[config.mk]
export PLATFORM = sky130hd
export DESIGN_NAME = conv_half_encoder
export DESIGN_NICKNAME = d
export VERILOG_FILES = /design/src/rtl/cenc_pkg.sv /design/src/rtl/cenc_phase.sv /design/src/rtl/cenc_memory.sv /design/src/rtl/cenc_serial.sv /design/src/rtl/conv_half_encoder.sv
export SDC_FILE = /design/constraint.sdc
export NUM_CORES = 1
export LEC_CHECK = 0
export BUFFER_PORTS_ARGS = -buffer_cell sky130_fd_sc_hd__buf_2
export CAP_MARGIN = 20
export CORE_AREA = 2 2 39 41
export CTS_CLUSTER_SIZE = 8
export DETAILED_ROUTE_END_ITERATION = 12
export DIE_AREA = 0 0 41 43
export PLACE_DENSITY = 0.5
export SLEW_MARGIN = 10
export SYNTH_ARGS = -nofsm -noshare
export SYNTH_HDL_FRONTEND = slang
export SYNTH_SLANG_ARGS = --single-unit
[constraint.sdc]
create_clock -name clk -period 1.5 [get_ports clk]
set_clock_uncertainty 0.1 [all_clocks]
set_input_delay 0 -clock clk [delete_from_list [all_inputs] [get_ports clk]]
set_output_delay 0 -clock clk [all_outputs]
set_load 0.01 [all_outputs]
[src/rtl/cenc_pkg.sv]
package cenc_pkg;

    localparam int MEM_STAGES = 5;
    localparam int WIN_W      = MEM_STAGES + 1;

    // Parity generator: bit k set means the bit of delay k contributes.
    localparam logic [WIN_W-1:0] PAR_TAPS_DEF = 6'b111001;

    typedef enum logic {
        PH_FIRST  = 1'b0,
        PH_SECOND = 1'b1
    } phase_e;

    typedef struct packed {
        logic sys;
        logic par;
    } code_pair_t;

endpackage

[src/rtl/cenc_phase.sv]
module cenc_phase
    import cenc_pkg::*;
(
    input  logic   clk,
    input  logic   rst,
    output phase_e phase
);

    phase_e ph_q;

    always_ff @(posedge clk) begin
        if (rst) ph_q <= PH_FIRST;
        else     ph_q <= (ph_q == PH_FIRST) ? PH_SECOND : PH_FIRST;
    end

    assign phase = ph_q;

    // the phase alternates on every edge once out of reset
    p_dclk_toggle_r4: assert property (@(posedge clk) disable iff (rst)
        !$past(rst) |-> (ph_q != $past(ph_q)));

    // divider restarts in the first half
    p_dclk_reset_r4: assert property (@(posedge clk)
        rst |=> (ph_q == PH_FIRST));

endmodule

[src/rtl/cenc_memory.sv]
module cenc_memory
    import cenc_pkg::*;
#(
    parameter int               MEM  = MEM_STAGES,
    parameter logic [MEM:0]     TAPS = PAR_TAPS_DEF
)(
    input  logic       clk,
    input  logic       rst,
    input  logic       adv,
    input  logic       din,
    output code_pair_t pair_n
);

    localparam int CW = $clog2(MEM + 1) + 1;

    logic [MEM:1] s_q;     // s_q[k]: data bit from k periods ago
    logic [MEM:0] window;
    logic [MEM:0] term;

    always_ff @(posedge clk) begin
        if (rst)      s_q <= '0;
        else if (adv) s_q <= {s_q[MEM-1:1], din};
    end

    assign window = {s_q, din};

    for (genvar k = 0; k <= MEM; k++) begin : g_tap
        if (TAPS[k]) begin : g_on
            assign term[k] = window[k];
        end else begin : g_off
            assign term[k] = 1'b0;
        end
    end

    always_comb begin
        pair_n.sys = din;
        pair_n.par = ^term;
    end

    // Run length of zero advances, for the flush check
    logic [CW-1:0] zrun_q;
    always_ff @(posedge clk) begin
        if (rst) zrun_q <= CW'(MEM);
        else if (adv) begin
            if (din) zrun_q <= '0;
            else if (zrun_q < CW'(MEM)) zrun_q <= zrun_q + 1'b1;
        end
    end

    // five zero inputs leave the memory empty
    p_flush_empty_r6: assert property (@(posedge clk) disable iff (rst)
        (zrun_q == CW'(MEM)) |-> (s_q == '0));

    // reset empties the memory
    p_mem_reset_r5: assert property (@(posedge clk)
        rst |=> (s_q == '0));

endmodule

[src/rtl/cenc_serial.sv]
module cenc_serial
    import cenc_pkg::*;
(
    input  logic       clk,
    input  logic       rst,
    input  phase_e     phase,
    input  code_pair_t pair_n,
    output logic       sys_q,
    output logic       par_q,
    output logic       ser_q
);

    logic ser_d;

    // 2:1 mux at the fast rate: systematic first, parity second
    always_comb begin
        ser_d = (phase == PH_SECOND) ? par_q : pair_n.sys;
    end

    always_ff @(posedge clk) begin
        if (rst) begin
            sys_q <= 1'b0;
            par_q <= 1'b0;
            ser_q <= 1'b0;
        end else begin
            if (phase == PH_FIRST) begin
                sys_q <= pair_n.sys;
                par_q <= pair_n.par;
            end
            ser_q <= ser_d;
        end
    end

    // first serial slot carries the systematic bit
    p_ser_first_r3: assert property (@(posedge clk) disable iff (rst)
        (phase == PH_FIRST) |=> (ser_q == sys_q));

    // second serial slot carries the parity bit of the same period
    p_ser_second_r3: assert property (@(posedge clk) disable iff (rst)
        (phase == PH_SECOND) |=> (ser_q == par_q));

    // code streams hold across the second half
    p_code_hold_r8: assert property (@(posedge clk) disable iff (rst)
        (phase == PH_SECOND) |=> ($stable(sys_q) && $stable(par_q)));

    // outputs cleared by reset
    p_out_reset_r5: assert property (@(posedge clk)
        rst |=> (!sys_q && !par_q && !ser_q));

endmodule

[src/rtl/conv_half_encoder.sv]
module conv_half_encoder
    import cenc_pkg::*;
#(
    parameter int                 MEM  = MEM_STAGES,
    parameter logic [MEM:0]       TAPS = PAR_TAPS_DEF
)(
    input  logic clk,
    input  logic rst,
    input  logic din,
    output logic dclk,
    output logic sys_q,
    output logic par_q,
    output logic ser_q
);

    phase_e     phase;
    code_pair_t pair_n;

    cenc_phase u_phase (
        .clk   (clk),
        .rst   (rst),
        .phase (phase)
    );

    cenc_memory #(.MEM(MEM), .TAPS(TAPS)) u_mem (
        .clk    (clk),
        .rst    (rst),
        .adv    (phase == PH_FIRST),
        .din    (din),
        .pair_n (pair_n)
    );

    cenc_serial u_ser (
        .clk    (clk),
        .rst    (rst),
        .phase  (phase),
        .pair_n (pair_n),
        .sys_q  (sys_q),
        .par_q  (par_q),
        .ser_q  (ser_q)
    );

    assign dclk = (phase == PH_SECOND);

    // systematic output copies the data bit of the period
    p_sys_copy_r1: assert property (@(posedge clk) disable iff (rst)
        !dclk |=> (sys_q == $past(din)));

endmodule

# [Word level (Yosys, flattened, before mapping)]
# Cells that the tools add are included.
[totals] reg_bits=9 in_bits=3 output_inout_bits=4 wordCells=8
[classes] muxes=2 reduce_logical=1
[ops] operator="6-bit parity" count=1
[ops] operator="1-bit 2-to-1 mux" count=2

# [Longest topological paths before layout]
[logic_depth] word_depth=1 ltp_mapped=3 ltp_nobuf=3

# [Hierarchy]
# A second synthesis with hierarchy kept.
[hier_totals] cells_unflattened=33 area_unflattened_um2=340.3
[modules_own_cells] mod="cenc_memory" n_inst=1 cells_each=20 area_each_um2=210.2 seq_area_each_um2=100.1
[modules_own_cells] mod="cenc_serial" n_inst=1 cells_each=10 area_each_um2=102.6 seq_area_each_um2=60.1
[modules_own_cells] mod="cenc_phase" n_inst=1 cells_each=2 area_each_um2=23.8 seq_area_each_um2=20.0
[modules_own_cells] mod="conv_half_encoder" n_inst=1 cells_each=1 area_each_um2=3.8 seq_area_each_um2=0.0

# [Worst setup path before layout]
# OpenSTA, ideal clock, no wires.
[synth_path] path_type="register -> register" start="register u_phase.ph_q, in the netlist u_phase.phase" end="register u_mem.s_q[2] (netlist name)" setup_ns=0.124 arrival_ns=0.801 required_time_ns=1.276 setup_slack_ns=0.474 stages_incl_launch_ff=4 path_buffers=1 period_less_slack_ns=1.026 path_cell_list="dfxtp_1 > buf_2 > mux2i_1 > nor2_1"
[synth_rtl] item="start, declared" line="cenc_phase.sv:9" source="phase_e ph_q;"
[synth_rtl] item="start signal, assigned" line="cenc_phase.sv:13" source="else ph_q <= (ph_q == PH_FIRST) ? PH_SECOND : PH_FIRST;"
[synth_rtl] item="end signal, assigned" line="cenc_memory.sv:22" source="else if (adv) s_q <= {s_q[MEM-1:1], din};"
[synth_rtl] item="end, declared" line="cenc_memory.sv:16" source="logic [MEM:1] s_q;"

# [Final worst setup path]
[layout_path] start="register u_phase.ph_q, in the netlist u_phase.phase" end="output port dclk"
[layout_rtl] item="end, declared" line="conv_half_encoder.sv:10" source="output logic dclk,"
# No word-level cell between the ends.

==> results.env <==
CP_NUM_BUF_INV=1
WORST_R2R_STARTPOINT='u_phase.phase'
WORSTSETUPSTARTPOINTTYPE='register'
SETUP_VIOLATIONS=0
DETAIL_ROUTE.FIRST_PASS.ITERATIONS=4
CTS_ROOT_BUFFER='sky130_fd_sc_hd__clkbuf_4'
DIE_W_UM=41
GRT_OVERFLOW=0
HOLD_VIOL_FINAL=0
TIMING.MAX_CAP.VIOLATIONS=0
SYNTH_AREA_PER_CELL_SQ_UM=9.80
CRIT_SLOWEST_CELL='sky130_fd_sc_hd__dfxtp_1'
VIAS=216
WORSTSETUPENDPOINTTYPE='output port'
R2R_SLACK_NS=0.45
WORST_PATH_LARGEST_CELL_DELAY_NS=0.55
YS_ASYNC_SR_FRACTION_PCT=0
PLACE.GP.CONGESTION=0.582
LEAKAGEPOWER_nW=0.163
TIMING.MAX_SLEW.REL_SLACK_PCT=73.7
GRT_OVERALL_USAGE_PCT=7.25
REPORT.FINAL.SLEW_VIOL_COUNT=0
OUTCOME='complete, no violations'
HOLD_PATH_CLASS='register to register'
CLKTRANSATPATHREGS_NS=0.05
MULTI_INPUT_COMBINATIONAL_CELL_AREA_SQ_UM=121
GRT_PASS1_WL_UM=765
DRT_ITER0_DRC=2
DETAIL_ROUTE.WL_PER_CELL_UM=8.24
CTS.PATH.MAX_BUFFERS=2
CTS_NUM_SINKS=8
MIN_FROM='u_mem.s_q[1]'
SYN_INST=30
LIBRARY_CELL_WITH_THE_HIGHEST_INSTANCE_COUNT_AFTER_SYNTHESIS='sky130_fd_sc_hd__dfxtp_1'
HTREEDEPTH=1
SYNTH_TOP_AREA_SHARE_PCT=54.5
GRT_SETUP_UNREPAIRED='no'
DP_HPWL_UM=325
TOTALPOWERFINAL_mW=0.432
DESIGN.CORE.AREA_SQ_UM=1380
TOP_LEVEL_PORTS=7
POSTROUTEANTENNANETS=0
SYNTH_ENABLE_FLOP_CELLS=0
SYNTHTOPCELLSBYCOUNT='sky130_fd_sc_hd__dfxtp_1, sky130_fd_sc_hd__nor2_1, sky130_fd_sc_hd__mux2i_1, sky130_fd_sc_hd__a21oi_1'
CP.ARRIVAL_NS=1.01
YS_TYPES=12
ROUTE.DETAILED.VIAS_PER_INST=3.93
TIMING.HOLD.WORST_PATH_DEPTH=2
SYNTH-SEQ-AREA-SHARE_PCT=54.5
NETS=44
DETAIL_ROUTE.DRC_VIOLATIONS=0
WORSTPATHREQUIRED_NS=1.40
VDD.IR_DROP.WORST_uV=506
FINISH.UTILIZATION_PCT=27.3
NETLIST_TOP_CELLS_AREA='sky130_fd_sc_hd__dfxtp_1, sky130_fd_sc_hd__mux2i_1, sky130_fd_sc_hd__nor2_1, sky130_fd_sc_hd__xnor2_1, sky130_fd_sc_hd__a21oi_1'
ROWS=14
AREA.SEQUENTIAL_SQ_UM=160
REG2REG_TO='u_mem.s_q[2]'
POSTSYNTH.TOPFLOPCELL='sky130_fd_sc_hd__dfxtp_1'
SYNTH_AREA_SQ_UM=294
GRT_START_MAX_NET_PINS=12
INSERTEDDIODECOUNT=0
CLKLATENCYLATEPIN_NS=0.25
HOLDPATHEND='u_mem.s_q[1]'
SYNTHTOLAYOUTAREAGROWTH_PCT=28.5
SYNTH_LARGEST_AREA_CELL='sky130_fd_sc_hd__dfxtp_1'
WORST_PATH_DOMINANT_CELL_FAMILY='flip-flops'
WORSTPATHCELLLIST='buf_2'
WL_UM=453
VIAS_IN_THE_FIRST_GLOBAL_ROUTE=178
YS_FF_LATCH=8
FLOORPLAN.DIE.HEIGHT_UM=43
CTS_TREE='yes'
TIMING.SETUP.TNS_NS=0
PORT_BUFFERS=6
MAPPEDNETLISTNETS=33
TRITONCTS_BUFFERS=3
POST_CTS_BUFFERS=0
POWER_PER_CELL_AREA_nW_PER_UM2=1140
TIMING.FINAL.CRIT_SHARE_PCT=74.0
ANTENNA_VIOLATIONS_BEFORE_REPAIR=0
WORST_R2R_PATH_DEPTH=2
WORSTMARGINPINSLEW_NS=0.395
LAYOUT.FILLER_CELLS=145
CRITICAL_PATH.MAX_FANOUT=11
MIN_PERIOD_NS=1.11
TOTAL_DIE_AREA_SQ_UM=1760
TIMING.FMAX_MHz=901
WARNINGS_SYNTHESIS=0
FLOORPLAN.INITIALDENSITY_PCT=21.2
LAYOUT-DRIVE-GT1-SHARE_PCT=23.1
CRITICALPATHCATEGORY='register to output port'
## worst max-delay path by stage
stage               cells past startpoint          start  slack, ns      endpoint
finish                                  1  u_phase.phase       0.39          dclk
global route                            1  u_phase.phase       0.33          dclk
CTS                                     1  u_phase.phase       0.38          dclk
detailed placement                      2  u_phase.phase       0.45  u_mem.s_q[2]
global placement                        2  u_phase.phase       0.45  u_mem.s_q[3]
floorplan                               3  u_phase.phase       0.47  u_mem.s_q[2]
## state kept, by name, summed over array words and instances (netlist names)
| name | cells |
|---|---|
| u_ser.par_q | 1 |
| u_phase.phase | 1 |
| u_mem.s_q | 5 |
| u_ser.ser_q | 1 |
## power by group
part / total [mW] / switching, mW / internal [mW]
clock: 0.156 / 0.0650 / 0.0910
sequential: 0.234 / 0.0108 / 0.224
combinational: 0.0413 / 0.0183 / 0.0230
## worst min-delay path: cells and delay by family, from the launching register on
family	cells	cell delay, ns
simple gates	1	0.06
compound gates	1	0.05
flops	1	0.32
## repair_timing
action | in CTS | in global routing
setup endpoints to repair | 0 | 0
hold buffers | 2 | 0
resized for setup | 0 | 0
hold endpoints to repair | 8 | 0
## metrics by stage
| step | cells | cell area, sq um | setup slack [ns] | hold slack (ns) |
|---|---|---|---|---|
| CTS | 55 | 378 | 0.377 | 0.384 |
| finish | 55 | 378 | 0.390 | 0.378 |
| detailed placement | 50 | 335 | 0.454 | 0.168 |
| global route | 55 | 378 | 0.327 | 0.408 |
| floorplan | 30 | 294 | 0.474 | 0.0726 |
| global placement | 50 | 335 | 0.447 | 0.170 |
## cells by family after synthesis
| kind of cell | count (synthesis) | share of synthesized area [%] |
|---|---|---|
| compound gates | 4 | 7.66 |
| xor+xnor | 3 | 8.94 |
| buf+inv | 3 | 4.25 |
| flops | 8 | 54.5 |
| mux | 4 | 13.6 |
| simple gates | 8 | 11.1 |
## per-layer routing
layer / wire [um] / part of all wire (%) / vias up / track usage, %
li1: - / - / 115 / -
met1: 214 / 47 / 93 / 8.44
met2: 182 / 40 / 6 / 7.81
met3: 42 / 9.3 / 2 / 7.85
met4: 12 / 2.6 / 0 / 4.00
met5: 0 / 0 / - / 0
## cells in the final DEF (no fill, tap or decap)
master                          instances
sky130_fd_sc_hd__nor2_1                 5
sky130_fd_sc_hd__xor2_1                 1
sky130_fd_sc_hd__buf_2                  6
sky130_fd_sc_hd__mux2i_1                4
sky130_fd_sc_hd__xnor2_1                2
sky130_fd_sc_hd__clkbuf_4               3
sky130_fd_sc_hd__inv_1                  1
sky130_fd_sc_hd__o21a_1                 1
sky130_fd_sc_hd__dlygate4sd3_1          2
sky130_fd_sc_hd__a21oi_1                3
sky130_fd_sc_hd__dfxtp_1                8
sky130_fd_sc_hd__nand2b_1               1
sky130_fd_sc_hd__nand2_1                2
## layout make-up
class                   instances  share of cell area, %
multi-input cells              19                   32.1
flip-flops and latches          8                   42.4
well taps                      16                   5.30
inverters                       1                  0.993
repair buffers                  8                   13.2
clock buffers                   3                   5.96
No activity file was read; power rests on OpenSTA's default activity.
